`src/rtl/acc_pad_pkg.sv`:
```
// Package: shared state type for the padding detector.
package acc_pad_pkg;
    typedef enum logic [2:0] {
        ST_IDLE,
        ST_TAIL,
        ST_TWAIT,
        ST_EVAL,
        ST_MARK,
        ST_MWAIT,
        ST_DONE
    } pad_state_e;
endpackage

```
`src/rtl/acc_pad_accum.sv`:
```
// acc_pad_accum: holds the byte total of the message being accumulated.
// Assumes add_en and clr_en are never high together. sum_o is the total
// including the length on add_len.
module acc_pad_accum #(
    parameter int LEN_W = 16,
    parameter int ACC_W = 32
) (
    input  logic             clk,
    input  logic             rst_n,
    input  logic             add_en,
    input  logic             clr_en,
    input  logic [LEN_W-1:0] add_len,
    output logic [ACC_W-1:0] total_o,
    output logic [ACC_W-1:0] sum_o
);
    logic [ACC_W-1:0] total_q;

    // Combinational: total including the current request.
    assign sum_o   = total_q + ACC_W'(add_len);
    assign total_o = total_q;

    // Update the running total: clear after a final request, add otherwise.
    always_ff @(posedge clk) begin
        if (!rst_n)      total_q <= '0;
        else if (clr_en) total_q <= '0;
        else if (add_en) total_q <= sum_o;
    end

    AST_CLEAR_ZERO: assert property (@(posedge clk) disable iff (!rst_n)
        clr_en |=> total_q == '0);
endmodule

```
`src/rtl/acc_pad_tailcap.sv`:
```
// acc_pad_tailcap: collects the trailing bytes into a big-endian 64-bit word.
// Assumes the bytes arrive in ascending address order, so that the first
// byte ends up most significant.
module acc_pad_tailcap (
    input  logic        clk,
    input  logic        rst_n,
    input  logic        clr,
    input  logic        shift_en,
    input  logic [7:0]  byte_in,
    output logic [63:0] value_o
);
    logic [63:0] val_q;

    // Shift each new byte in at the low end.
    always_ff @(posedge clk) begin
        if (!rst_n || clr) val_q <= '0;
        else if (shift_en) val_q <= {val_q[55:0], byte_in};
    end

    assign value_o = val_q;
endmodule

```
`src/rtl/acc_pad_judge.sv`:
```
// acc_pad_judge: from the tail word, the total (including this request) and
// the request length, computes the pad offset and whether it is usable.
// Purely combinational. Assumes ACC_W >= LEN_W.
module acc_pad_judge #(
    parameter int LEN_W = 16,
    parameter int ACC_W = 32
) (
    input  logic [63:0]      tail_i,
    input  logic [ACC_W-1:0] sum_i,
    input  logic [LEN_W-1:0] len_i,
    output logic             cand_ok_o,
    output logic             off_ok_o,
    output logic [LEN_W-1:0] offset_o
);
    logic [60:0]      cand;
    logic [ACC_W-1:0] pad;

    // Candidate check, padding size and offset range check.
    always_comb begin
        cand      = tail_i[63:3];
        cand_ok_o = cand <= 61'(sum_i);
        pad       = sum_i - ACC_W'(cand);
        off_ok_o  = cand_ok_o && (pad != '0) && (pad <= ACC_W'(len_i));
        offset_o  = len_i - LEN_W'(pad);
    end
endmodule

```
`src/rtl/acc_pad_detect.sv`:
```
// acc_pad_detect: decides per request whether it holds the final padding of
// an accumulated message. It reads the tail bytes, checks the bit count they
// hold, and reads the marker byte. The memory port has one cycle of read
// latency. req_start is ignored while busy.
module acc_pad_detect #(
    parameter int LEN_W = 16,
    parameter int ACC_W = 32
) (
    input  logic             clk,
    input  logic             rst_n,
    input  logic             req_start,
    input  logic [LEN_W-1:0] req_len,
    output logic             busy,
    output logic             rd_en,
    output logic [LEN_W-1:0] rd_addr,
    input  logic [7:0]       rd_data,
    output logic             done,
    output logic             is_final,
    output logic [LEN_W-1:0] payload_len,
    output logic [ACC_W-1:0] running_total
);
    import acc_pad_pkg::*;

    localparam int TAIL_BYTES = 8;
    localparam logic [7:0] MARKER = 8'h80;

    pad_state_e       state_q;
    logic [LEN_W-1:0] len_q, off_q, payload_q;
    logic [2:0]       cnt_q;
    logic             rvld_q, final_q;
    logic [63:0]      tail_w;
    logic [ACC_W-1:0] sum_w;
    logic             cand_ok_w, off_ok_w;
    logic [LEN_W-1:0] offset_w;
    logic             start_acc;

    assign start_acc = (state_q == ST_IDLE) && req_start;

    acc_pad_accum #(.LEN_W(LEN_W), .ACC_W(ACC_W)) u_accum (
        .clk     (clk),
        .rst_n   (rst_n),
        .add_en  ((state_q == ST_DONE) && !final_q),
        .clr_en  ((state_q == ST_DONE) && final_q),
        .add_len (len_q),
        .total_o (running_total),
        .sum_o   (sum_w)
    );

    acc_pad_tailcap u_tail (
        .clk      (clk),
        .rst_n    (rst_n),
        .clr      (start_acc),
        .shift_en (rvld_q && (state_q == ST_TAIL || state_q == ST_TWAIT)),
        .byte_in  (rd_data),
        .value_o  (tail_w)
    );

    acc_pad_judge #(.LEN_W(LEN_W), .ACC_W(ACC_W)) u_judge (
        .tail_i    (tail_w),
        .sum_i     (sum_w),
        .len_i     (len_q),
        .cand_ok_o (cand_ok_w),
        .off_ok_o  (off_ok_w),
        .offset_o  (offset_w)
    );

    // Read strobe and address decode for the tail and marker phases.
    always_comb begin
        rd_en   = (state_q == ST_TAIL) || (state_q == ST_MARK);
        rd_addr = (state_q == ST_MARK) ? off_q
                                       : len_q - LEN_W'(TAIL_BYTES) + LEN_W'(cnt_q);
    end

    // Track which cycles carry read data.
    always_ff @(posedge clk) begin
        if (!rst_n) rvld_q <= 1'b0;
        else        rvld_q <= rd_en;
    end

    // Request sequencer: tail reads, evaluation, marker read, completion.
    always_ff @(posedge clk) begin
        if (!rst_n) begin
            state_q   <= ST_IDLE;
            len_q     <= '0;
            off_q     <= '0;
            payload_q <= '0;
            cnt_q     <= '0;
            final_q   <= 1'b0;
        end else begin
            case (state_q)
                ST_IDLE: if (req_start) begin
                    len_q     <= req_len;
                    payload_q <= req_len;
                    final_q   <= 1'b0;
                    cnt_q     <= '0;
                    state_q   <= (req_len < LEN_W'(TAIL_BYTES)) ? ST_DONE : ST_TAIL;
                end
                ST_TAIL: begin
                    cnt_q <= cnt_q + 3'd1;
                    if (cnt_q == 3'(TAIL_BYTES - 1)) state_q <= ST_TWAIT;
                end
                ST_TWAIT: state_q <= ST_EVAL;
                ST_EVAL: begin
                    off_q   <= offset_w;
                    state_q <= off_ok_w ? ST_MARK : ST_DONE;
                end
                ST_MARK: state_q <= ST_MWAIT;
                ST_MWAIT: begin
                    final_q   <= (rd_data == MARKER);
                    payload_q <= (rd_data == MARKER) ? off_q : len_q;
                    state_q   <= ST_DONE;
                end
                ST_DONE: state_q <= ST_IDLE;
                default: state_q <= ST_IDLE;
            endcase
        end
    end

    assign busy        = (state_q != ST_IDLE);
    assign done        = (state_q == ST_DONE);
    assign is_final    = done && final_q;
    assign payload_len = payload_q;

    AST_DONE_PULSE: assert property (@(posedge clk) disable iff (!rst_n)
        done |=> !done);
    AST_READ_BUSY: assert property (@(posedge clk) disable iff (!rst_n)
        rd_en |-> busy && (rd_addr < len_q));
    AST_SHORT_NOT_FINAL: assert property (@(posedge clk) disable iff (!rst_n)
        done && (len_q < LEN_W'(TAIL_BYTES)) |-> !is_final);
    AST_NOTFINAL_FULL: assert property (@(posedge clk) disable iff (!rst_n)
        done && !is_final |-> payload_len == len_q);
    AST_FINAL_SHORTER: assert property (@(posedge clk) disable iff (!rst_n)
        is_final |-> payload_len < len_q);
    AST_MARK_NEEDS_CAND: assert property (@(posedge clk) disable iff (!rst_n)
        (state_q == ST_EVAL) && !cand_ok_w |=> state_q == ST_DONE);
    AST_ADD_TOTAL: assert property (@(posedge clk) disable iff (!rst_n)
        done && !is_final |=> running_total == $past(running_total) + ACC_W'($past(len_q)));
endmodule

```
`config.mk`:
```
export PLATFORM = sky130hd
export DESIGN_NAME = acc_pad_detect
export DESIGN_NICKNAME = d
export VERILOG_FILES = /design/src/rtl/acc_pad_pkg.sv /design/src/rtl/acc_pad_accum.sv /design/src/rtl/acc_pad_tailcap.sv /design/src/rtl/acc_pad_judge.sv /design/src/rtl/acc_pad_detect.sv
export SDC_FILE = /design/constraint.sdc
export NUM_CORES = 1
export LEC_CHECK = 0
export ABC_AREA = 1
export CORE_UTILIZATION = 40
export DETAILED_ROUTE_END_ITERATION = 8
export SLEW_MARGIN = 20
export SYNTH_ARGS = -nofsm -noshare
export SYNTH_HDL_FRONTEND = slang
export SYNTH_SLANG_ARGS = --single-unit
```
`constraint.sdc`:
```
create_clock -name clk -period 5.3 [get_ports clk]
set_input_delay 0.795 -clock clk [delete_from_list [all_inputs] [get_ports clk]]
set_output_delay 0.795 -clock clk [all_outputs]
set_load 0.05 [all_outputs]
```
After elaboration in Yosys (flattened, before gate mapping)
Index checks and enable logic that the tools add are counted.

Register bits: 152. Output and inout port bits: 68. Word-level logic and storage cells: 63.

Add/subtract/negate cells: 6. Magnitude comparators: 3. Equality and inequality tests: 10. Multiplexer cells: 13. Bitwise logic cells: 1. Reduce and logical (&&, ||, !) cells: 21.

Operator list (count): 61-bit by 32-bit <= comparator with 1-bit output (1); 16-bit two-way mux (3); 32-bit by 16-bit adder with 32-bit output (1); 32-bit by 16-bit <= comparator with 1-bit output (1); 16-bit one-hot mux with 2 select lines (1); 32-bit nonzero test (1); 32-bit subtractor (1); 3-bit one-hot mux with 6 select lines (1); 16-bit by 3-bit adder with 16-bit output (1); 16-bit by 4-bit less-than comparator with 1-bit output (second input constant) (1); 16-bit subtractor (1); 16-bit by 4-bit subtractor with 16-bit output (second input constant) (1); 3-bit equality test (second input constant) (4); 3-bit two-way mux (4); 8-bit equality test (second input constant) (1); 2-bit AND reduction (4); 3-bit by 2-bit equality test with 1-bit output (second input constant) (2); 1-bit logical AND (6); 3-bit one-hot mux with 2 select lines (1); 2-bit nonzero test (2); 3-bit by 1-bit adder with 3-bit output (second input constant) (1); 3-bit by 1-bit equality test with 1-bit output (second input constant) (1); 3-bit logical NOT (1); 1-bit logical OR (3); other kinds (9) (10).

Depth between registers and ports, before layout
Gate-level depths: netlist of the first run.

Word-level depth: 7. Gate-level depth with buffers: 35.

Cells and area by module
From an unflattened synthesis of the first run, not the netlist that was laid out.

Cells, all modules: 2179. Area total of the unflattened synthesis: 13442.9 sq um.

By module, submodules not included: acc_pad_judge (times used 1, cells each 881, area each 4713.3 sq um); acc_pad_detect (times used 1, cells each 494, area each 3204.3 sq um); acc_pad_accum (times used 1, cells each 526, area each 2982.9 sq um); acc_pad_tailcap (times used 1, cells each 278, area each 2542.4 sq um).

Worst setup path before layout of the first run
No wires, ideal clock.

Path type: flip-flop to flip-flop. Start point: reg u_accum.total_q[0] (netlist: u_accum.total_o[0]). End point: reg state_q[1]. Library setup time: 0.125 ns. Arrival time: 4.560 ns. Data required time: 5.175 ns. Setup slack: 0.615 ns. Stages on the path, launching flop included: 34. Period minus slack after synthesis: 4.685 ns. Path through: dfxtp_1 -> ha_1 -> fa_1 -> nand3_1 -> nand2_1 -> a21oi_2 -> o21ai_2 -> a21boi_4 -> o21bai_4 -> xor2_1 -> ha_1 -> nand2_1 -> inv_1 -> nand2_1 -> inv_1 -> a21oi_1 -> nand2_2 -> xnor2_1 -> inv_1 -> ha_1 -> nand2_1 -> nor2_1 -> nor3b_1 -> nand4_1 -> nand2_1 -> nand2_1 -> nor2_1 -> nand3_1 -> nor2_1 -> nand2_1 -> nand2_1 -> nand2_1 -> nand2_1 -> nor2_2.

Word-level cells in the longest chain between the ends: 7. Elaborated cells on any way between the ends: 9. Classes of those cells: add/sub: 2; order compare: 2; mux: 2; reduce/logical: 3.

RTL lines: start, declared (RTL line acc_pad_accum.sv:16) `logic [ACC_W-1:0] total_q;`; start signal, assigned (RTL line acc_pad_accum.sv:26) `else if (add_en) total_q <= sum_o;`; 32-bit by 16-bit adder with 32-bit output * (RTL line acc_pad_accum.sv:19) `assign sum_o = total_q + ACC_W'(add_len);`; net sum_w[14] (RTL line acc_pad_detect.sv:32) `logic [ACC_W-1:0] sum_w;`; parallel branches: the longest is 3 deep, another holds 32-bit subtractor; 1-bit logical AND * (RTL line acc_pad_judge.sv:23) `off_ok_o = cand_ok_o && (pad != '0) && (pad <= ACC_W'(len_i));`; 2-bit two-way mux * (RTL line acc_pad_detect.sv:105) `state_q <= off_ok_w ? ST_MARK : ST_DONE;`; 3-bit one-hot mux with 6 select lines * (RTL line acc_pad_detect.sv:90) `case (state_q)`; end signal, assigned (RTL line acc_pad_detect.sv:96) `state_q <= (req_len < LEN_W'(TAIL_BYTES)) ? ST_DONE : ST_TAIL;`; end signal, assigned (RTL line acc_pad_detect.sv:105); end, declared (RTL line acc_pad_detect.sv:27) `pad_state_e state_q;`.

Mark *: on every way through the listed nets, which the timed path passes. A chain may end at the register's enable or synchronous reset.

Worst setup path after layout of the first run
Same ends and word-level chain as after synthesis.

==> results of run 1 <==
how the worst min path moves through the flow:
stage                     cells after the start  slack (ns)                from            endpoint
after CTS                                     2        0.46  u_tail.value_o[62]  u_tail.value_o[62]
after floorplan                               2        0.43  u_tail.value_o[62]  u_tail.value_o[62]
after detailed placement                      2        0.45  u_tail.value_o[62]  u_tail.value_o[62]
after global routing                          2        0.48  u_tail.value_o[59]  u_tail.value_o[59]
final                                         2        0.45  u_tail.value_o[62]  u_tail.value_o[62]
after global placement                        2        0.45  u_tail.value_o[62]  u_tail.value_o[62]
cells in the final DEF (no fill, tap or decap), types with 4 or more instances in the layout:
| cell type | netlist | final |
|---|---|---|
| ha_4 | 0 | 7 |
| nand3b_1 | 7 | 7 |
| o211ai_1 | 17 | 17 |
| o21ai_0 | 78 | 78 |
| clkbuf_16 | 0 | 17 |
| xor2_1 | 31 | 27 |
| a21o_1 | 4 | 4 |
| nor2_2 | 10 | 9 |
| o21bai_1 | 8 | 8 |
| xnor2_1 | 10 | 8 |
| a31oi_1 | 6 | 6 |
| o21ai_1 | 7 | 7 |
| nor3_2 | 5 | 6 |
| ha_1 | 115 | 107 |
| nand4_1 | 17 | 17 |
| nand2_1 | 448 | 445 |
| o21ai_2 | 4 | 4 |
| dfxtp_1 | 152 | 150 |
| o22ai_1 | 18 | 18 |
| nor3_1 | 23 | 22 |
| buf_4 | 0 | 24 |
| nand2_2 | 24 | 27 |
| nor4_1 | 8 | 8 |
| a21oi_2 | 7 | 7 |
| xor2_2 | 6 | 10 |
| fa_1 | 4 | 4 |
| nand3_2 | 5 | 5 |
| o21a_1 | 4 | 4 |
| nand3_1 | 67 | 67 |
| nor2_1 | 169 | 168 |
| clkdlybuf4s50_1 | 0 | 94 |
| a211oi_1 | 59 | 59 |
| a21oi_1 | 133 | 132 |
| inv_2 | 16 | 17 |
| inv_1 | 332 | 331 |
through the flow:
stage	hold slack [ns]	setup WS, ns
2_1_floorplan	0.433	0.615
3_3_place_gp	0.451	0.183
3_5_place_dp	0.447	-0.00195
4_1_cts	0.459	0.0772
5_1_grt	0.484	-0.00548
6_report	0.455	0.389
repair_timing:
item | CTS | global route
pin swaps | 0 | 6
hold buffers | 0 | 0
setup buffers | 0 | 5
hold endpoints to repair | 0 | 0
resized for setup | 1 | 29
endpoints found under the setup margin | 1 | 1
per-layer routing:
metal	wire, um	global-route usage, %	vias to the layer above
li1	-	-	6160
met1	18700	34.0	5505
met2	18700	44.5	330
met3	1680	4.01	76
met4	1490	11.5	0
met5	0	0	-
power breakdown:
group	switching [W]	leakage [nW]	internal (W)	total [W]
Combinational	0.00282	5.56	0.00148	0.00431
Sequential	0.0000942	1.23	0.00124	0.00134
Clock	0.000523	0.276	0.000726	0.00125
Total	0.00344	7.07	0.00345	0.00689
final cells by class:
| cell class | instances | area, sq um | area share (%) |
|---|---|---|---|
| tap | 390 | 488 | 3.41 |
| sequential | 152 | 3050 | 21.3 |
| clock buffer | 23 | 478 | 3.34 |
| timing repair buffer | 118 | 1120 | 7.83 |
| multi-input combinational | 1319 | 7780 | 54.3 |
| clock inverter | 7 | 93.8 | 0.655 |
| inverter | 351 | 1320 | 9.20 |
state kept, by name, indices dropped and copies added, names as in the netlist, 3 cells and up:
name / cells
state_q: 3
payload_len: 16
off_q: 16
len_q: 16
u_tail.value_o: 64
cnt_q: 3
u_accum.total_o: 32
logic make-up (layout without fill, tap and decap cells):
family	Yosys count	after routing
fa+ha+maj	119	119
buf+inv	399	499
flops	152	152
compound gates	357	357
simple gates	795	795
xor+xnor	48	48
worst register-to-register path, delay by kind of cell (launching register included):
kind	cells	cell delay, ns
AO/OA/AOI/OAI	2	0.32
XOR/XNOR	2	0.44
adder cells (fa/ha/maj)	4	1.40
buffers and inverters	3	0.17
flip-flops	1	0.33
AND/OR/NAND/NOR	20	2.14
==> run metrics, run 1 <==
run status finished clean; CTS root buf clkbuf_16; Initial DRC Count 799; Pwr Total 0.00689 W; Leak Pwr 7.07 nW; Yosys top cell by area dfxtp_1; CTS tree yes; leading post-synthesis cells by cell area dfxtp_1, nand2_1, ha_1, inv_1, a21oi_1; Netlist cell types 58; Seq/Total Area, Yosys 25.0%; syn_nets 2016; antenna-violating nets left 0; pin count of the biggest net entering global routing 65; Pre-antenna DRT Iters 5; Reg clk slew, reported paths 0.07 ns; FMAX 204 MHz; critical path depth 31; final setup violation count 0; hpwl dp 32700 um; Ys Warns 0; ANT cells 0; PwrDens 481 mW/mm^2; final non-filler cell total 2360; post-synthesis simple-gate area fraction 28.0%; worst-path maximum fanout 6; register bit total from synthesis 152; crit share post-route 92.7%; synth cell count leaders nand2_1, inv_1, nor2_1, dfxtp_1, a21oi_1; finished layout cell area 0.0143 sq mm; post-synth top area share 25.0%; GRT Residual Overflow 0; fin crit period 4.91 ns; Core Box Area 0.0298 sq mm; Worst path slowest cell fa_1; WP data arrival 5.24 ns; Slew Viols, Final 0; H-tree levels 4; post-layout util 48.1%; setup TNS 0 ns; P&R area growth vs syn 17.8%; count of final hold-check violations 0; number of global-route vias before repair 11.6k; number of enable flip-flop cells after synthesis 0; main combinational cell family by area after synthesis simple AND/OR/NAND/NOR gates; Compound-Gate Fraction of Synth Area 17.9%; Hold Path Class reg -> reg; GRT Util Overall 26.7%; most frequent cell after synthesis nand2_1; CTS sink count 152; Vias 12.1k; measured slew at the worst slew-check pin 0.887 ns; Max Buffers Root-to-Sink 2; start of the worst register-to-register path u_accum.total_o[0]; reg2reg path depth 31; post-synthesis mux area share 0%; WL final 40500 um; first-pass GRT wire length 63900 um; Initial Util 40.8%; share of layout cells above drive strength 1 8.48%; VDD IR max 270 uV; cts bufs inserted 17; port bufs 94; Rows 63; post-DR wirelength/cell 17.2 um; FF-to-FF setup slack 0.39 ns; adder-cell share of the synthesized area 12.5%; Crit. End Element flop; Vias/cell 5.11; Die W 176 um; crit path to state_q[1]; die footprint 0.0311 sq mm; Final Wtd Congestion 0.925; synthesized area 0.0122 sq mm; share of synthesized flip-flops with an asynchronous set or reset 0%; CP delay by family, top simple AND/OR/NAND/NOR gates; r2r endpoint state_q[1]; Avg Cell Area, Syn 6.50 sq um; IO Pins 95; residual DRC count 0; Clock Skew 0.0161 ns; Placed Cells 2325; max cap viols 0; critical path class reg -> reg; Synth Area in XOR/XNOR 3.98%; Synth Flop Type dfxtp_1; Die H 176 um; crit path buf inv count 3; initial antenna violation count 0; Syn Inst Count 1870; Placed Area 0.0135 sq mm; CP max stage delay 0.40 ns; critical path required time 5.63 ns; nets@finish 2105; clk_lat worst skew 0.45 ns; Fill cells 3175; crit-path most repeated cell nand2_1; slew margin rel. 40.3%; crit path from u_accum.total_o[0]; Startpoint Class flop
(Power assumes the default switching activity.)
==> run 2, diff against run 1 <==
REMOVE_ABC_BUFFERS = 1   (was unset)
==> run 2 against run 1 <==
Largest power group unchanged. Critical path depth is 1 lower. Cell count stayed put. Wire length is 1.5% higher. Worst setup slack better by 0.022 ns. Worst hold slack better by 0.0050 ns. Sequential share of layout area hardly changed. Sequential cell count stayed put. Clock power is 6% higher. Highest routed layer is now met5. Critical path type unchanged. First-iteration DRC count is 17% higher. Register-to-register slack better by 0.02 ns.
==> run metrics, run 2 (same netlist as run 1, synthesis figures left out) <==
run status finished clean; Core Box Area 0.0298 sq mm (unchanged); antenna-violating nets left 0 (unchanged); Hold Path Class reg -> reg; post-layout util 48.1% (about the same); Initial DRC Count 933 (+17%); slew margin rel. 29.5% (-11 points); FMAX 205 MHz (+0.44%); PwrDens 487 mW/mm^2 (+1.2%); Die W 176 um (unchanged); CTS sink count 152 (unchanged); Rows 63 (unchanged); Hold WS 0.459 ns (+0.00496 ns); Fill cells 3144 (-0.98%); P_int 0.00344 W (-0.38%); die footprint 0.0311 sq mm (unchanged); Vias/cell 5.17 (+1.0%); start of the worst register-to-register path len_q[2]; Max Buffers Root-to-Sink 2 (unchanged); Pwr Total 0.00698 W (+1.3%); IO Pins 95 (unchanged); final setup violation count 0 (unchanged); share of layout cells above drive strength 1 8.48% (about the same); crit path from len_q[2]; GRT Residual Overflow 0 (unchanged); crit share post-route 92.2% (-0.41 points); Die H 176 um (unchanged); port bufs 94 (unchanged); nets@finish 2102 (-0.14%); measured slew at the worst slew-check pin 1.05 ns (+0.164 ns); VDD IR max 222 uV (-18%); Vias 12.2k (+1.0%); Sw Pwr 0.00354 W (+2.9%); clk_lat worst skew 0.45 ns (about the same); Leak Pwr 7.11 nW (+0.49%); commonest non-fill, non-tap cells in the layout nand2_1, inv_1, nor2_1; GRT Util Overall 26.8% (+0.15 points); max cap viols 0 (unchanged); Worst path slowest cell dfxtp_1; H-tree levels 4 (unchanged); Placed Area 0.0135 sq mm (unchanged); Placed Cells 2325 (unchanged); sequential share of power 19.2% (-0.2 points); CTS tree yes; final non-filler cell total 2360 (unchanged); Pre-antenna DRT Iters 5 (unchanged); P&R area growth vs syn 17.9% (about the same); finished layout cell area 0.0143 sq mm (about the same); combinational group share of total power 62.0% (-0.5 points); pin count of the biggest net entering global routing 62 (-4.6%); most common cell after layout, fill and taps aside nand2_1; Clock Skew 0.0113 ns (-0.00482 ns); Crit. End Element flop; hpwl dp 33500 um (+2.4%); post-DR wirelength/cell 17.4 um (+1.5%); WP data arrival 5.20 ns (-0.04 ns); clock power share 18.9% (+0.8 points); worst-path maximum fanout 5 (-1); cts bufs inserted 17 (unchanged); initial antenna violation count 3 (+3); crit-path most repeated cell nand2_1; Final Wtd Congestion 0.921 (-0.41%); Slew Viols, Final 0 (unchanged); critical path required time 5.61 ns (-0.02 ns); CP max stage delay 0.42 ns (+0.02 ns); Initial Util 40.8% (unchanged); number of global-route vias before repair 11.3k (-2.4%); residual DRC count 0 (unchanged); max reg flops 64 (unchanged); critical path class reg -> reg; count of final hold-check violations 0 (unchanged); first-pass GRT wire length 63500 um (-0.58%); fin crit period 4.89 ns (-0.0215 ns); WL final 41100 um (+1.5%); CTS root buf clkbuf_16; Reg clk slew, reported paths 0.07 ns (about the same); Startpoint Class flop; hold_sp u_tail.value_o[62]; switching share of power 50.7% (+0.81 points)
-- run 2: through the flow --
step / setup WS (ns) / TNS [ns]
6_report: 0.411 / 0
5_1_grt: -0.00180 / -0.00180
4_1_cts: 0.134 / 0
3_5_place_dp: 0.177 / 0
3_3_place_gp: 0.342 / 0
2_1_floorplan: 0.586 / 0
-- run 2: repair_timing --
| action | CTS | global route |
|---|---|---|
| buffers inserted | 0 | 2 |
| endpoints found under the setup margin | 0 | 1 |
| hold buffers | 0 | 0 |
| resized for setup | 0 | 27 |
-- run 2: metal layers --
metal  share of wire (%)  track usage [%]  wire length [um]
met5               0.046                0                19
met4                 2.8             9.75              1150
met3                 5.3             3.85              2170
met2                  44             42.0             18100
met1                  48             37.1             19700
-- run 2: area by class of cell --
class / instances / area [sq um] / share of cell area, %
Multi-Input combinational cell: 1319 / 7770 / 54.2
Sequential cell: 152 / 3040 / 21.2
Inverter: 351 / 1320 / 9.19
Timing Repair Buffer: 115 / 1100 / 7.66
Tap cell: 390 / 488 / 3.40
Clock buffer: 17 / 425 / 2.97
Clock inverter: 15 / 189 / 1.32
Antenna cell: 1 / 2.50 / 0.0175
-- run 2: power groups by stage --
stage	sequential (W)	clock (W)	combinational, W
after global placement	0.00136	0	0.00414
after global routing	0.00135	0.00139	0.00478
final	0.00134	0.00132	0.00433
after detailed placement	0.00136	0	0.00414
after floorplan	0.00141	0	0.00288
after CTS	0.00134	0.00134	0.00416
-- run 2: final timing paths --
kind	slack, ns	endpoint	depth (start not counted)
max	0.41	state_q[1]	30
min	0.46	u_tail.value_o[62]	2
max reg2reg	0.41	state_q[1]	30
min reg2reg	0.46	u_tail.value_o[62]	2
-- run 2: worst max-delay path: cells and delay by family, from the launching register on --
family,cells,cell delay (ns)
AND/OR/NAND/NOR,19,1.91
AO/OA/AOI/OAI,5,0.93
buffers and inverters,2,0.15
flip-flops,1,0.42
adder cells (fa/ha/maj),3,1.09
XOR/XNOR,1,0.24
==> run 3, diff against run 2 <==
CTS_CLUSTER_SIZE = 16   (was unset)
==> results of run 3 <==
Same layout as run 2: the final DEF is identical, and so are final timing and power.
